### src/rtl/herr_pkg.sv
package herr_pkg;

  localparam int CTRL_W = 32;
  localparam int STAT_W = 4;

  // Control bit positions (software-visible layout)
  localparam int CB_AERR_OUT   = 0;
  localparam int CB_BERR_OUT   = 2;
  localparam int CB_BINIT_PROT = 3;
  localparam int CB_BINIT_BERR = 4;
  localparam int CB_SERR_BERR  = 6;
  localparam int CB_SERR_AERR  = 7;
  localparam int CB_WDT_EN     = 8;
  localparam int CB_WDT_RPT    = 9;
  localparam int CB_MA_RPT     = 12;
  localparam int CB_PATH_HF    = 13;

  localparam logic [CTRL_W-1:0] CTRL_MASK =
      (CTRL_W'(1) << CB_AERR_OUT)   | (CTRL_W'(1) << CB_BERR_OUT)  |
      (CTRL_W'(1) << CB_BINIT_PROT) | (CTRL_W'(1) << CB_BINIT_BERR) |
      (CTRL_W'(1) << CB_SERR_BERR)  | (CTRL_W'(1) << CB_SERR_AERR) |
      (CTRL_W'(1) << CB_WDT_EN)     | (CTRL_W'(1) << CB_WDT_RPT)   |
      (CTRL_W'(1) << CB_MA_RPT)     | (CTRL_W'(1) << CB_PATH_HF);

  // Status bit positions
  localparam int SB_MA    = 0;
  localparam int SB_TMO   = 1;
  localparam int SB_PROTO = 2;
  localparam int SB_PERR  = 3;

  typedef struct packed {
    logic aerr_out;
    logic berr_out;
    logic binit_prot;
    logic binit_berr;
    logic serr_berr;
    logic serr_aerr;
    logic wdt_en;
    logic wdt_rpt;
    logic ma_rpt;
    logic path_hf;
  } ctrl_en_t;

  typedef struct packed {
    logic aerr;
    logic berr;
    logic binit;
    logic serr;
    logic hfail;
    logic claim;
    logic ones;
  } err_out_t;

  function automatic ctrl_en_t decode_ctrl(input logic [CTRL_W-1:0] c);
    ctrl_en_t e;
    e.aerr_out   = c[CB_AERR_OUT];
    e.berr_out   = c[CB_BERR_OUT];
    e.binit_prot = c[CB_BINIT_PROT];
    e.binit_berr = c[CB_BINIT_BERR];
    e.serr_berr  = c[CB_SERR_BERR];
    e.serr_aerr  = c[CB_SERR_AERR];
    e.wdt_en     = c[CB_WDT_EN];
    e.wdt_rpt    = c[CB_WDT_RPT];
    e.ma_rpt     = c[CB_MA_RPT];
    e.path_hf    = c[CB_PATH_HF];
    return e;
  endfunction

endpackage

### src/rtl/herr_cfg_regs.sv
module herr_cfg_regs
  import herr_pkg::*;
(
  input  logic              clk,
  input  logic              rst_n,
  input  logic              ctrl_wr,
  input  logic [CTRL_W-1:0] ctrl_wdata,
  input  logic              stat_wr,
  input  logic [STAT_W-1:0] stat_wdata,
  input  logic [STAT_W-1:0] stat_set,
  output logic [CTRL_W-1:0] ctrl_q,
  output logic [STAT_W-1:0] stat_q
);

  logic [CTRL_W-1:0] ctrl_d;
  logic [STAT_W-1:0] stat_d;

  // Only implemented bits are stored; reserved bits stay zero
  always_comb begin
    ctrl_d = ctrl_wdata & CTRL_MASK;
  end

  always_ff @(posedge clk or negedge rst_n) begin
    if (!rst_n) begin
      ctrl_q <= '0;
    end else if (ctrl_wr) begin
      ctrl_q <= ctrl_d;
    end
  end

  // Sticky flags: set beats clear
  for (genvar i = 0; i < STAT_W; i++) begin : g_stat
    logic clr;
    assign clr       = stat_wr & stat_wdata[i];
    assign stat_d[i] = stat_set[i] | (stat_q[i] & ~clr);
  end

  always_ff @(posedge clk or negedge rst_n) begin
    if (!rst_n) begin
      stat_q <= '0;
    end else begin
      stat_q <= stat_d;
    end
  end

endmodule

### src/rtl/herr_watchdog.sv
module herr_watchdog #(
  parameter int SHORT_CYC = 100000,
  parameter int LONG_CYC  = 2000000
) (
  input  logic clk,
  input  logic rst_n,
  input  logic wdt_en,
  input  logic long_sel,
  input  logic start,
  input  logic start_read,
  input  logic claimed,
  output logic expire,
  output logic expire_read
);

  localparam int LIM_MAX = (SHORT_CYC > LONG_CYC) ? SHORT_CYC : LONG_CYC;
  localparam int CNT_W   = $clog2(LIM_MAX + 1);
  localparam logic [CNT_W-1:0] LOAD_SHORT = CNT_W'(SHORT_CYC - 1);
  localparam logic [CNT_W-1:0] LOAD_LONG  = CNT_W'(LONG_CYC - 1);

  logic             active_q, active_d;
  logic             rd_q, rd_d;
  logic [CNT_W-1:0] cnt_q, cnt_d;
  logic             at_zero;

  assign at_zero     = (cnt_q == '0);
  assign expire      = active_q & at_zero & wdt_en & ~claimed & ~start;
  assign expire_read = rd_q;

  always_comb begin
    active_d = active_q;
    rd_d     = rd_q;
    cnt_d    = cnt_q;
    if (start) begin
      active_d = 1'b1;
      rd_d     = start_read;
      cnt_d    = long_sel ? LOAD_LONG : LOAD_SHORT;
    end else if (claimed || expire) begin
      active_d = 1'b0;
    end else if (active_q && !at_zero) begin
      cnt_d = cnt_q - 1'b1;
    end
  end

  always_ff @(posedge clk or negedge rst_n) begin
    if (!rst_n) begin
      active_q <= 1'b0;
      rd_q     <= 1'b0;
      cnt_q    <= '0;
    end else begin
      active_q <= active_d;
      rd_q     <= rd_d;
      cnt_q    <= cnt_d;
    end
  end

endmodule

### src/rtl/herr_router.sv
module herr_router
  import herr_pkg::*;
(
  input  logic              clk,
  input  logic              rst_n,
  input  ctrl_en_t          en,
  input  logic              serr_cmd_en,
  input  logic              cap_aerr_nmi,
  input  logic              cap_berr_nmi,
  input  logic              evt_req_parity,
  input  logic              evt_bus_err,
  input  logic              evt_proto_viol,
  input  logic              evt_pci_perr,
  input  logic              evt_master_abort,
  input  logic              evt_ma_read,
  input  logic              in_aerr,
  input  logic              in_berr,
  input  logic              wdt_expire,
  input  logic              wdt_expire_read,
  output logic [STAT_W-1:0] stat_set,
  output err_out_t          out_q
);

  err_out_t out_d;
  logic     report;
  logic     serr_direct;

  always_comb begin
    report      = (en.ma_rpt & evt_master_abort) | (en.wdt_rpt & wdt_expire);
    serr_direct = (evt_pci_perr & serr_cmd_en)
                | (en.serr_aerr & in_aerr & cap_aerr_nmi & serr_cmd_en)
                | (en.serr_berr & in_berr & cap_berr_nmi);

    out_d.aerr  = en.aerr_out & evt_req_parity;
    out_d.berr  = en.berr_out & evt_bus_err;
    out_d.binit = (en.binit_berr & in_berr) | (en.binit_prot & evt_proto_viol);
    out_d.serr  = (report & ~en.path_hf) | serr_direct;
    out_d.hfail = report & en.path_hf;
    out_d.claim = wdt_expire;
    out_d.ones  = (evt_master_abort & evt_ma_read) | (wdt_expire & wdt_expire_read);

    stat_set           = '0;
    stat_set[SB_MA]    = evt_master_abort;
    stat_set[SB_TMO]   = wdt_expire;
    stat_set[SB_PROTO] = evt_proto_viol;
    stat_set[SB_PERR]  = evt_pci_perr;
  end

  always_ff @(posedge clk or negedge rst_n) begin
    if (!rst_n) begin
      out_q <= '0;
    end else begin
      out_q <= out_d;
    end
  end

endmodule

### src/rtl/herr_route.sv
module herr_route
  import herr_pkg::*;
#(
  parameter int WDT_SHORT_CYC = 100000,
  parameter int WDT_LONG_CYC  = 2000000
) (
  input  logic        clk,
  input  logic        rst_n,
  input  logic        ctrl_wr,
  input  logic [31:0] ctrl_wdata,
  output logic [31:0] ctrl_rdata,
  input  logic        stat_wr,
  input  logic [3:0]  stat_wdata,
  output logic [3:0]  stat_rdata,
  input  logic        serr_cmd_en,
  input  logic        cap_aerr_nmi,
  input  logic        cap_berr_nmi,
  input  logic        wdt_long_sel,
  input  logic        evt_req_parity,
  input  logic        evt_bus_err,
  input  logic        evt_proto_viol,
  input  logic        evt_pci_perr,
  input  logic        evt_master_abort,
  input  logic        evt_ma_read,
  input  logic        in_aerr,
  input  logic        in_berr,
  input  logic        htx_start,
  input  logic        htx_is_read,
  input  logic        htx_claimed,
  output logic        aerr_o,
  output logic        berr_o,
  output logic        binit_o,
  output logic        serr_o,
  output logic        hfail_o,
  output logic        wdt_claim_o,
  output logic        rd_ones_o
);

  logic [1:0]        rst_sync_q;
  logic              core_rst_n;
  logic [CTRL_W-1:0] ctrl_q;
  logic [STAT_W-1:0] stat_q;
  logic [STAT_W-1:0] stat_set;
  ctrl_en_t          en;
  err_out_t          outs;
  logic              wdt_expire;
  logic              wdt_expire_read;

  // Asynchronous assert, synchronous release
  always_ff @(posedge clk or negedge rst_n) begin
    if (!rst_n) begin
      rst_sync_q <= 2'b00;
    end else begin
      rst_sync_q <= {rst_sync_q[0], 1'b1};
    end
  end
  assign core_rst_n = rst_sync_q[1];

  herr_cfg_regs u_regs (
    .clk        (clk),
    .rst_n      (core_rst_n),
    .ctrl_wr    (ctrl_wr),
    .ctrl_wdata (ctrl_wdata),
    .stat_wr    (stat_wr),
    .stat_wdata (stat_wdata),
    .stat_set   (stat_set),
    .ctrl_q     (ctrl_q),
    .stat_q     (stat_q)
  );

  assign en = decode_ctrl(ctrl_q);

  herr_watchdog #(
    .SHORT_CYC (WDT_SHORT_CYC),
    .LONG_CYC  (WDT_LONG_CYC)
  ) u_wdt (
    .clk         (clk),
    .rst_n       (core_rst_n),
    .wdt_en      (en.wdt_en),
    .long_sel    (wdt_long_sel),
    .start       (htx_start),
    .start_read  (htx_is_read),
    .claimed     (htx_claimed),
    .expire      (wdt_expire),
    .expire_read (wdt_expire_read)
  );

  herr_router u_route (
    .clk              (clk),
    .rst_n            (core_rst_n),
    .en               (en),
    .serr_cmd_en      (serr_cmd_en),
    .cap_aerr_nmi     (cap_aerr_nmi),
    .cap_berr_nmi     (cap_berr_nmi),
    .evt_req_parity   (evt_req_parity),
    .evt_bus_err      (evt_bus_err),
    .evt_proto_viol   (evt_proto_viol),
    .evt_pci_perr     (evt_pci_perr),
    .evt_master_abort (evt_master_abort),
    .evt_ma_read      (evt_ma_read),
    .in_aerr          (in_aerr),
    .in_berr          (in_berr),
    .wdt_expire       (wdt_expire),
    .wdt_expire_read  (wdt_expire_read),
    .stat_set         (stat_set),
    .out_q            (outs)
  );

  assign ctrl_rdata  = ctrl_q;
  assign stat_rdata  = stat_q;
  assign aerr_o      = outs.aerr;
  assign berr_o      = outs.berr;
  assign binit_o     = outs.binit;
  assign serr_o      = outs.serr;
  assign hfail_o     = outs.hfail;
  assign wdt_claim_o = outs.claim;
  assign rd_ones_o   = outs.ones;

endmodule

### config.mk
export PLATFORM = sky130hd
export DESIGN_NAME = herr_route
export DESIGN_NICKNAME = d
export VERILOG_FILES = /design/src/rtl/herr_pkg.sv /design/src/rtl/herr_cfg_regs.sv /design/src/rtl/herr_watchdog.sv /design/src/rtl/herr_router.sv /design/src/rtl/herr_route.sv
export SDC_FILE = /design/constraint.sdc
export NUM_CORES = 1
export LEC_CHECK = 0
export ABC_AREA = 1
export BUFFER_PORTS_ARGS = -buffer_cell sky130_fd_sc_hd__buf_2
export CORE_ASPECT_RATIO = 0.5
export CORE_MARGIN = 8
export CORE_UTILIZATION = 50
export CTS_CLUSTER_DIAMETER = 40
export DETAILED_ROUTE_END_ITERATION = 8
export PLACE_DENSITY = 0.93
export SLEW_MARGIN = 0
export SYNTH_ARGS = -nofsm -noshare
export SYNTH_HDL_FRONTEND = slang
export SYNTH_SLANG_ARGS = --single-unit
### constraint.sdc
create_clock -name clk -period 1.7 [get_ports clk]
set_input_delay 0.425 -clock clk [delete_from_list [all_inputs] [get_ports clk]]
set_output_delay 0.425 -clock clk [all_outputs]
set_load 0.1 [all_outputs]
==> results of run 1 <==
==> cell usage in the layout, fill, tap and decap left out, types with 2 or more instances in the layout <==
| master | count |
|---|---|
| o21ai_0 | 12 |
| nor2_2 | 2 |
| nor2_1 | 35 |
| dfrtp_1 | 45 |
| mux2_2 | 7 |
| conb_1 | 23 |
| nand2_2 | 3 |
| nand2_4 | 2 |
| nand3_1 | 37 |
| nor2_4 | 2 |
| clkbuf_8 | 5 |
| buf_2 | 53 |
| buf_4 | 9 |
| or2_2 | 2 |
| nand2_8 | 3 |
| xor2_1 | 2 |
| nand2_1 | 107 |
| inv_2 | 3 |
| nand4_1 | 5 |
| o21ai_2 | 10 |
| inv_1 | 33 |
==> worst paths after layout <==
| kind | start | to | slack (ns) | depth (start not counted) |
|---|---|---|---|---|
| worst min-delay path | rst_sync_q[1]$_DFF_PN0_ | u_wdt.cnt_q[1]$_DFFE_PN0P_ | 0.17 | 0 |
| worst max-delay path | u_wdt.cnt_q[0]$_DFFE_PN0P_ | u_wdt.cnt_q[3]$_DFFE_PN0P_ | -0.03 | 11 |
| min in group clk | evt_req_parity | u_route.out_q[6]$_DFF_PN0_ | 0.30 | 3 |
| worst min register to register | rst_sync_q[1]$_DFF_PN0_ | u_wdt.cnt_q[1]$_DFFE_PN0P_ | 0.17 | 0 |
| max in group asynchronous | rst_sync_q[1]$_DFF_PN0_ | u_wdt.cnt_q[19]$_DFFE_PN0P_ | 1.06 | 1 |
| worst max register to register | u_wdt.cnt_q[0]$_DFFE_PN0P_ | u_wdt.cnt_q[3]$_DFFE_PN0P_ | -0.03 | 11 |
==> worst max-delay path, cell delays in order, from the launching register on <==
cell	delay [ns]
dfrtp_1	0.42
inv_2	0.11
ha_4	0.14
inv_1	0.05
nor2_1	0.11
nand2_1	0.09
nor2_2	0.16
nand3_4	0.13
nand2_8	0.13
nand2_8	0.12
o21ai_2	0.09
nand2_1	0.07
==> layout make-up <==
type | count | area [um2]
Sequential cell | 46 | 1152
Multi-Input combinational cell | 262 | 1343
Fill cell | 405 | 2171
Clock inverter | 3 | 21.27
Clock buffer | 5 | 68.82
Timing Repair Buffer | 64 | 362.8
Tap cell | 73 | 91.34
Inverter | 37 | 138.9
==> cell families after synthesis <==
kind of cell               share of synthesized area [%]
adders and majority gates                         0.9262
buffers and inverters                              13.39
other                                             0.2780
and+or+nand+nor                                    32.79
DFF                                                42.61
AOI/OAI and AO/OA                                  6.438
xor gates and xnor gates                          0.6486
muxes                                              2.918
==> registers in the layout, summed over array words and instances, names as in the netlist <==
register and count:
rst_sync_q 2, u_regs.ctrl_q 10, u_regs.stat_q 4, u_route.out_q 7, u_wdt.active_q 1, u_wdt.cnt_q 21, u_wdt.expire_read 1
==> through the flow <==
step	TNS [ns]	area, um2	hold slack, ns	cells	setup slack, ns
4_1_cts	0	3115	0.1789	486	0.0003242
5_1_grt	-1.522	3178	0.2006	490	-0.1412
3_3_place_gp	-0.5803	2995	0.1681	477	-0.05775
3_5_place_dp	-1.621	2995	0.1695	477	-0.1197
2_1_floorplan	0	2780	0.1294	373	0.1244
6_report	-0.1020	3178	0.1711	490	-0.02652
==> power breakdown <==
part	leakage (nW)	switching, W	internal, W
Combinational	1.07	0.000900	0.000264
Sequential	0.554	0.0000972	0.00120
Clock	0.0441	0.000402	0.000290
Total	1.67	0.00140	0.00176
==> repair_timing <==
item / in CTS / in global routing
buffers inserted: 0 / 1
pin swaps: 1 / 5
setup endpoints to repair: 17 / 20
gates cloned: 0 / 3
endpoints found under the hold margin: 2 / 0
hold buffers: 1 / 0
resized for setup: 3 / 7
==> per-layer routing <==
metal | share of wire (%) | global-route usage (%) | vias up | wire length (um)
met5 | 0 | 0 | - | 0
met4 | 2.2 | 4.622 | 0 | 157
met3 | 12 | 7.160 | 21 | 854
met2 | 48 | 27.92 | 164 | 3362
met1 | 38 | 17.27 | 1194 | 2642
li1 | - | - | 1195 | -
==> results_dict.tcl, run 1 <==
set metrics [dict create \
    fp-row-count 19 \
    die-area_um2 8154 \
    min_path_type "reg2async" \
    wl_um 7016 \
    clock_path_buffers 2 \
    grt_pass1_vias 2345 \
    synth_seq_cells 46 \
    p_per_area_nw_per_um2 993.1 \
    coreArea_um2 5349 \
    dpl.hpwl_um 4940 \
    antenna_cells 0 \
    start_util_pct 50.50 \
    synth_top_area_share_pct 42.61 \
    area_growth_pct 17.65 \
    start_kind "flop" \
    rsz0062_at_grt "true" \
    synth.area.top_cells "dfrtp_1 (43%), nand2_1 (15%), nand3_1 (6.9%), buf_4 (6.7%), nor2_1 (5.0%)" \
    drive_above_1_share_pct 26.14 \
    clock_latency_ns 0.30 \
    fin_skew_ns 0.004313 \
    htree_num_levels 2 \
    die_h_um 67.98 \
    vias 2574 \
    grt_antenna_before_repair 0 \
    ios 98 \
    fmax_mhz 579.2 \
    finalPower_w 0.003156 \
    clkTransAtPathRegs_ns 0.09 \
    slew_headroom_pct 66.19 \
    status "finished with violations" \
    layout_min_cycle_time_ns 1.727 \
    syn_area_um2 2701 \
    synthArstFlopShare_pct 100.0 \
    ant_nets 0 \
    grt_max_degree 33 \
    arrival_ns 1.92 \
    dr.pass1.iters 5 \
    synth.avg_cell_area_um2 7.674 \
    synth_edf_count 0 \
    overflow 0 \
    yosys_warnings 0 \
    viasPerCell 5.253 \
    hold_violations 0 \
    failed_checks "setup timing" \
    cts_root_buffer "clkbuf_8" \
    maxSlewViolCount 0 \
    cts.sinks 46 \
    die_w_um 120.0 \
    max-cap-violations 0 \
    drt_first_iter_violations 242 \
    min_period_over_period_pct 101.6 \
    p_leak_nw 1.672 \
    yosysSeqAreaShare_pct 42.61 \
    ir_drop_v 0.0007260 \
    drc 0 \
    tightest_slew_ns 0.5106 \
    gp_congestion 0.8827 \
    cts_tree "done" \
    nNetsFinal 473 \
    grtUsageTotal_pct 15.79 \
    grt_pass1_wl_um 10410 \
    placement.io_buffers 53 \
    synthFlopType "dfrtp_1" \
    syn_inst 352 \
    crit_fanout 13 \
    crit_type "reg2reg" \
    setup_violations 8 \
    layout_setup_ws_ns -0.02652 \
    cts_made_buffers 5 \
    synth_cell_types 30 \
    wl_per_cell_um 14.32 \
    synthTopCellsByCount "nand2_1 (109), dfrtp_1 (46), nand3_1 (37)" \
    final_util_pct 59.42 \
    yosysMostFrequentCell "nand2_1" \
    worstPathRequired_ns 1.90 \
    end_kind "flop" \
    yosysTopAreaCell "dfrtp_1" \
]
(Power assumes the default switching activity.)
==> run 2, diff against run 1 <==
--- a/config.mk
+++ b/config.mk
@@ -7,7 +7,6 @@
 export LEC_CHECK = 0
 export ABC_AREA = 1
 export BUFFER_PORTS_ARGS = -buffer_cell sky130_fd_sc_hd__buf_2
-export CORE_ASPECT_RATIO = 0.5
 export CORE_MARGIN = 8
 export CORE_UTILIZATION = 50
 export CTS_CLUSTER_DIAMETER = 40
==> run 2 against run 1 <==
The flow still finishes with violations (setup timing). Critical path depth is 1 higher. Critical path type unchanged. Largest power group is now combinational cells. Maximum frequency down 1.6%. Wire length rose by 18%. Sequential cell count unchanged. Clock skew grew 0.0026 ns. Sequential share of layout area fell by 2.1 points.
==> results_dict.tcl, run 2 (synthesis gave the netlist of run 1 again) <==
set metrics [dict create \
    status "finished with violations" \
    failed_checks "setup timing" \
    p_leak_nw 1.756 \
    clkTransAtPathRegs_ns 0.08 \
    maxSlewViolCount 0 \
    cp_slowest_cell "dfrtp_1" \
    layout_min_cycle_time_ns 1.754 \
    cts_tree "done" \
    layout_setup_ws_ns -0.05383 \
    seqCellArea_um2 1152 \
    coreArea_um2 5172 \
    viasPerCell 5.585 \
    placed_area_um2 2972 \
    slew_headroom_pct 62.28 \
    max_flop_register "u_wdt.cnt_q" \
    power.internal_w 0.002015 \
    grtUsageTotal_pct 19.18 \
    p_comb_share_pct 37.9 \
    die_w_um 89.50 \
    top_regs "u_wdt.cnt_q x21, u_regs.ctrl_q x10, u_route.out_q x7" \
    area_growth_pct 25.01 \
    cts_made_buffers 5 \
    crit_type "reg2reg" \
    grt_pass1_vias 2655 \
    fin_area_um2 3377 \
    pwr-share-clk_pct 24.5 \
    gp_congestion 0.8962 \
    min_path_type "in2reg" \
    multi_input_area_um2 1451 \
    path_cells "inv_2 -> ha_4 -> inv_4 -> nor2_4 -> nand2_2 -> nor2_4 -> nand3_4 -> nand2_8 -> buf_12 -> buf_4 -> nand3_1 -> nand2_2" \
    final_util_pct 65.29 \
    wl_per_cell_um 16.81 \
    clock_latency_ns 0.30 \
    seqPwrFrac_pct 37.6 \
    placement.io_buffers 53 \
    final_common_cell "nand2_1" \
    vias 2759 \
    arrival_ns 1.99 \
    p_sw_w 0.001452 \
    p_per_area_nw_per_um2 1027 \
    ir_drop_v 0.0007085 \
    hold_violations 0 \
    die-area_um2 8010 \
    setup_violations 17 \
    crit_fanout 4 \
    start_util_pct 52.23 \
    die_h_um 89.50 \
    ios 98 \
    grt_antenna_before_repair 0 \
    rsz0062_at_grt "true" \
    nNetsFinal 480 \
    grt_max_degree 45 \
    cts_root_buffer "clkbuf_8" \
    fin_tns_setup_ns -0.4349 \
    tightest_slew_ns 0.5658 \
    startpoint "u_wdt.cnt_q[1]$_DFFE_PN0P_" \
    fill_cells 382 \
    worstSetupEndpoint "u_wdt.cnt_q[14]$_DFFE_PN0P_" \
    fmax_mhz 570.2 \
    start_kind "flop" \
    largest_reg_flops 21 \
    drt_first_iter_violations 276 \
    reg2reg_from "u_wdt.cnt_q[1]$_DFFE_PN0P_" \
    cpPeakStageDelay_ns 0.40 \
    pre_cts_slack_ns -0.1860 \
    wl_um 8306 \
    dpl.hpwl_um 5123 \
    drive_above_1_share_pct 32.55 \
    grt_pass1_wl_um 11910 \
    reg2reg_to "u_wdt.cnt_q[14]$_DFFE_PN0P_" \
    min_period_over_period_pct 103.2 \
    drc 0 \
    clock_path_buffers 2 \
    final_cell_mix "nand2_1 (91), buf_2 (53), dfrtp_1 (45)" \
    ant_nets 0 \
    end_kind "flop" \
    max-cap-violations 0 \
    cts.sinks 46 \
    antenna_cells 0 \
    overflow 0 \
    worstPathRequired_ns 1.94 \
    htree_num_levels 2 \
    fp-row-count 26 \
    fin_skew_ns 0.006910 \
    dr.pass1.iters 6 \
    reg2reg_depth 12 \
    ff2ff_setup_slack_ns -0.05 \
    switching_share_pct 41.87 \
    finalPower_w 0.003467 \
]
-- run 2: cell count changes in the layout (fill, tap and decap cells not counted), moves of 2 or more --
cell / previous run / this run
nand2_1: 107 / 91
nor2_2: 2 / 4
nand2_2: 3 / 14
nor2_1: 35 / 31
buf_4: 9 / 13
nor2_4: 2 / 4
nand2_4: 2 / 7
-- run 2: what timing repair did --
| item | CTS | global route |
|---|---|---|
| hold buffers | 1 | 0 |
| endpoints found under the setup margin | 17 | 21 |
| setup buffers | 0 | 8 |
| hold endpoints to repair | 2 | 0 |
| resized for setup | 4 | 42 |
| pin swaps | 1 | 19 |
| gates cloned | 1 | 3 |
-- run 2: critical path, delay by kind of cell, from the launching register on --
kind	cells	cell delay, ns
fa+ha+maj	1	0.16
buf+inv	4	0.37
simple gates	7	0.76
flops	1	0.40
-- run 2: area by class of cell --
type,instances,area share [%]
Clock buffer,7,2.557
Clock inverter,1,0.8892
Inverter,37,4.298
Multi-Input combinational cell,263,42.98
Sequential cell,46,34.12
Tap cell,70,2.594
Timing Repair Buffer,70,12.56
-- run 2: power groups by stage --
stage,clock [W],combinational [W],sequential (W)
floorplan,0,0.000653,0.00158
global placement,0,0.00107,0.00130
detailed placement,0,0.00110,0.00131
CTS,0.000862,0.00112,0.00129
global route,0.000896,0.00141,0.00131
finish,0.000848,0.00131,0.00130
-- run 2: worst min-delay path by stage --
stage	start	endpoint	cells past startpoint
after floorplan	rst_n	rst_sync_q[0]$_DFF_PN0_	0
after CTS	evt_req_parity	u_route.out_q[6]$_DFF_PN0_	3
after global routing	evt_req_parity	u_route.out_q[6]$_DFF_PN0_	3
final	evt_req_parity	u_route.out_q[6]$_DFF_PN0_	3
after global placement	rst_n	rst_sync_q[0]$_DFF_PN0_	1
after detailed placement	rst_n	rst_sync_q[0]$_DFF_PN0_	1
-- run 2: per-stage QoR --
stage | instances | hold slack, ns
2_1_floorplan | 373 | 0.1294
3_3_place_gp | 473 | 0.2110
3_5_place_dp | 473 | 0.2146
4_1_cts | 483 | 0.2971
5_1_grt | 494 | 0.3076
6_report | 494 | 0.3036
-- run 2: per-layer routing --
metal | vias to the layer above | part of all wire (%) | global-route usage (%)
met1 | 1248 | 33 | 20.29
met4 | 0 | 5.2 | 8.308
met2 | 243 | 49 | 33.27
met3 | 59 | 12 | 7.261
li1 | 1209 | - | -
met5 | - | 0 | 0
==> run 3, diff against run 2 <==
--- a/config.mk
+++ b/config.mk
@@ -11,7 +11,7 @@
 export CORE_UTILIZATION = 50
 export CTS_CLUSTER_DIAMETER = 40
 export DETAILED_ROUTE_END_ITERATION = 8
-export PLACE_DENSITY = 0.93
+export PLACE_DENSITY = 0.81
 export SLEW_MARGIN = 0
 export SYNTH_ARGS = -nofsm -noshare
 export SYNTH_HDL_FRONTEND = slang
==> run 3 against run 2 <==
The run now ends clean. Highest routed layer unchanged. Clock skew rose by 0.0012 ns. Die area did not move. Critical path type unchanged. Sequential cell count did not move. Total power fell by 8.0%.
==> results_dict.tcl, run 3 (synthesis gave the netlist of run 1 again) <==
set metrics [dict create \
    status "finished clean" \
    nNetsFinal 474 \
    worst_hold_slack_ns 0.2033 \
    viasPerCell 5.070 \
    max_flop_register "u_wdt.cnt_q" \
    gp_congestion 0.8877 \
    fill_cells 424 \
    crit_fanout 7 \
    reg2reg_from "u_wdt.cnt_q[10]$_DFFE_PN0P_" \
    fp-row-count 26 \
    max-cap-violations 0 \
    top_regs "u_wdt.cnt_q x21, u_regs.ctrl_q x10, u_route.out_q x7" \
    clock_path_buffers 2 \
    grt_pass1_vias 2387 \
    clkTransAtPathRegs_ns 0.09 \
    die-area_um2 8010 \
    cts_made_buffers 5 \
    layout_setup_ws_ns 0.03356 \
    layout_min_cycle_time_ns 1.666 \
    p_leak_nw 1.690 \
    final_cell_mix "nand2_1 (98), buf_2 (53), dfrtp_1 (45)" \
    pwr-share-clk_pct 21.8 \
    cts.sinks 46 \
    wl_per_cell_um 14.22 \
    rsz0062_at_grt "true" \
    overflow 0 \
    placement.io_buffers 53 \
    power.internal_w 0.001781 \
    ant_nets 0 \
    fmax_mhz 600.1 \
    pre_cts_slack_ns -0.1161 \
    area_growth_pct 21.07 \
    clock_latency_ns 0.30 \
    grt_antenna_before_repair 0 \
    grt_pass1_wl_um 10290 \
    final_common_cell "nand2_1" \
    p_sw_w 0.001407 \
    multi_input_area_um2 1431 \
    wl_um 6940 \
    place_inst 472 \
    die_h_um 89.50 \
    seqPwrFrac_pct 40.9 \
    setup_violations 0 \
    drive_above_1_share_pct 30.86 \
    fin_skew_ns 0.008060 \
    ios 98 \
    dpl.hpwl_um 4921 \
    switching_share_pct 44.14 \
    reg2reg_depth 8 \
    min_path_type "reg2async" \
    antenna_cells 0 \
    worstPathRequired_ns 1.90 \
    ir_drop_v 0.0007918 \
    p_comb_share_pct 37.3 \
    end_kind "flop" \
    largest_reg_flops 21 \
    htree_num_levels 2 \
    fin_tns_setup_ns 0 \
    start_kind "flop" \
    ff2ff_setup_slack_ns 0.03 \
    hold_violations 0 \
    placed_area_um2 2977 \
    crit_type "reg2reg" \
    drc 0 \
    start_util_pct 52.23 \
    die_w_um 89.50 \
    cts_root_buffer "clkbuf_8" \
    grtUsageTotal_pct 16.32 \
    dr.pass1.iters 4 \
    arrival_ns 1.86 \
    p_per_area_nw_per_um2 974.8 \
    cts_tree "done" \
    final_cells 488 \
    maxSlewViolCount 0 \
    grt_max_degree 30 \
    fin_area_um2 3271 \
    seqCellArea_um2 1152 \
    coreArea_um2 5172 \
    drt_first_iter_violations 209 \
    min_period_over_period_pct 98.03 \
    reg2reg_to "u_wdt.cnt_q[0]$_DFFE_PN0P_" \
    vias 2474 \
]
## run 3: cell count changes in the layout (fill, tap and decap cells not counted), moves of 2 or more
cell     previous run  this run
buf_4              13         7
nand2_1            91        98
nand2_2            14        12
nand2_4             7         3
nand3_1            37        31
nand3_2             0         6
nor2_1             31        33
nor2_4              4         2
## run 3: what timing repair did
action	CTS	global route
setup buffers	0	2
hold buffers	1	0
pin swaps	0	16
endpoints found under the hold margin	2	0
endpoints found under the setup margin	17	20
cloned	0	5
gates resized for setup	3	29
## run 3: metrics by stage
step	power, W	util [%]
after floorplan	0.002235	-
after global placement	0.002364	57.55
after detailed placement	0.002390	57.55
after CTS	0.003094	59.77
after global routing	0.003333	63.23
final	0.003188	63.23
## run 3: metal layers
layer	part of all wire [%]	wire length, um	global-route usage, %	vias to the layer above
met4	1.0	72	4.532	0
met1	40	2796	18.79	1165
met2	49	3418	27.34	102
met3	9.4	651	6.526	10
met5	0	0	0	-
li1	-	-	-	1197
## run 3: power groups by stage
| stage | Clock (W) | Combinational (W) | Sequential, W |
|---|---|---|---|
| 2_1_floorplan | 0 | 0.000653 | 0.00158 |
| 3_3_place_gp | 0 | 0.00105 | 0.00131 |
| 3_5_place_dp | 0 | 0.00107 | 0.00132 |
| 4_1_cts | 0.000710 | 0.00108 | 0.00130 |
| 5_1_grt | 0.000747 | 0.00127 | 0.00132 |
| 6_report | 0.000694 | 0.00119 | 0.00130 |
## run 3: worst max path at each step
stage                                      from                           to  cells past startpoint
floorplan            u_wdt.cnt_q[0]$_DFFE_PN0P_  u_wdt.cnt_q[10]$_DFFE_PN0P_                     12
global placement     u_wdt.cnt_q[0]$_DFFE_PN0P_  u_wdt.cnt_q[11]$_DFFE_PN0P_                     11
detailed placement   u_wdt.cnt_q[0]$_DFFE_PN0P_   u_wdt.cnt_q[6]$_DFFE_PN0P_                     11
CTS                  u_wdt.cnt_q[1]$_DFFE_PN0P_  u_wdt.cnt_q[16]$_DFFE_PN0P_                     11
global route        u_wdt.cnt_q[11]$_DFFE_PN0P_   u_wdt.cnt_q[0]$_DFFE_PN0P_                      8
finish              u_wdt.cnt_q[10]$_DFFE_PN0P_   u_wdt.cnt_q[0]$_DFFE_PN0P_                      8
## run 3: layout make-up
class	count	area share (%)
clock buffers	5	2.104
repair buffers	63	11.09
flip-flops and latches	46	35.23
multi-input cells	264	43.76
clock inverters	3	0.7651
inverters	37	4.361
well taps	70	2.678
## run 3: worst max-delay path, cell delays in order, from the launching register on
cell and delay [ns]:
dfrtp_1 0.42, nor2_1 0.31, nand2_4 0.11, nor2_8 0.15
nand3_4 0.14, nand2_8 0.17, nand2_8 0.10, nand2_1 0.09
o21ai_1 0.06
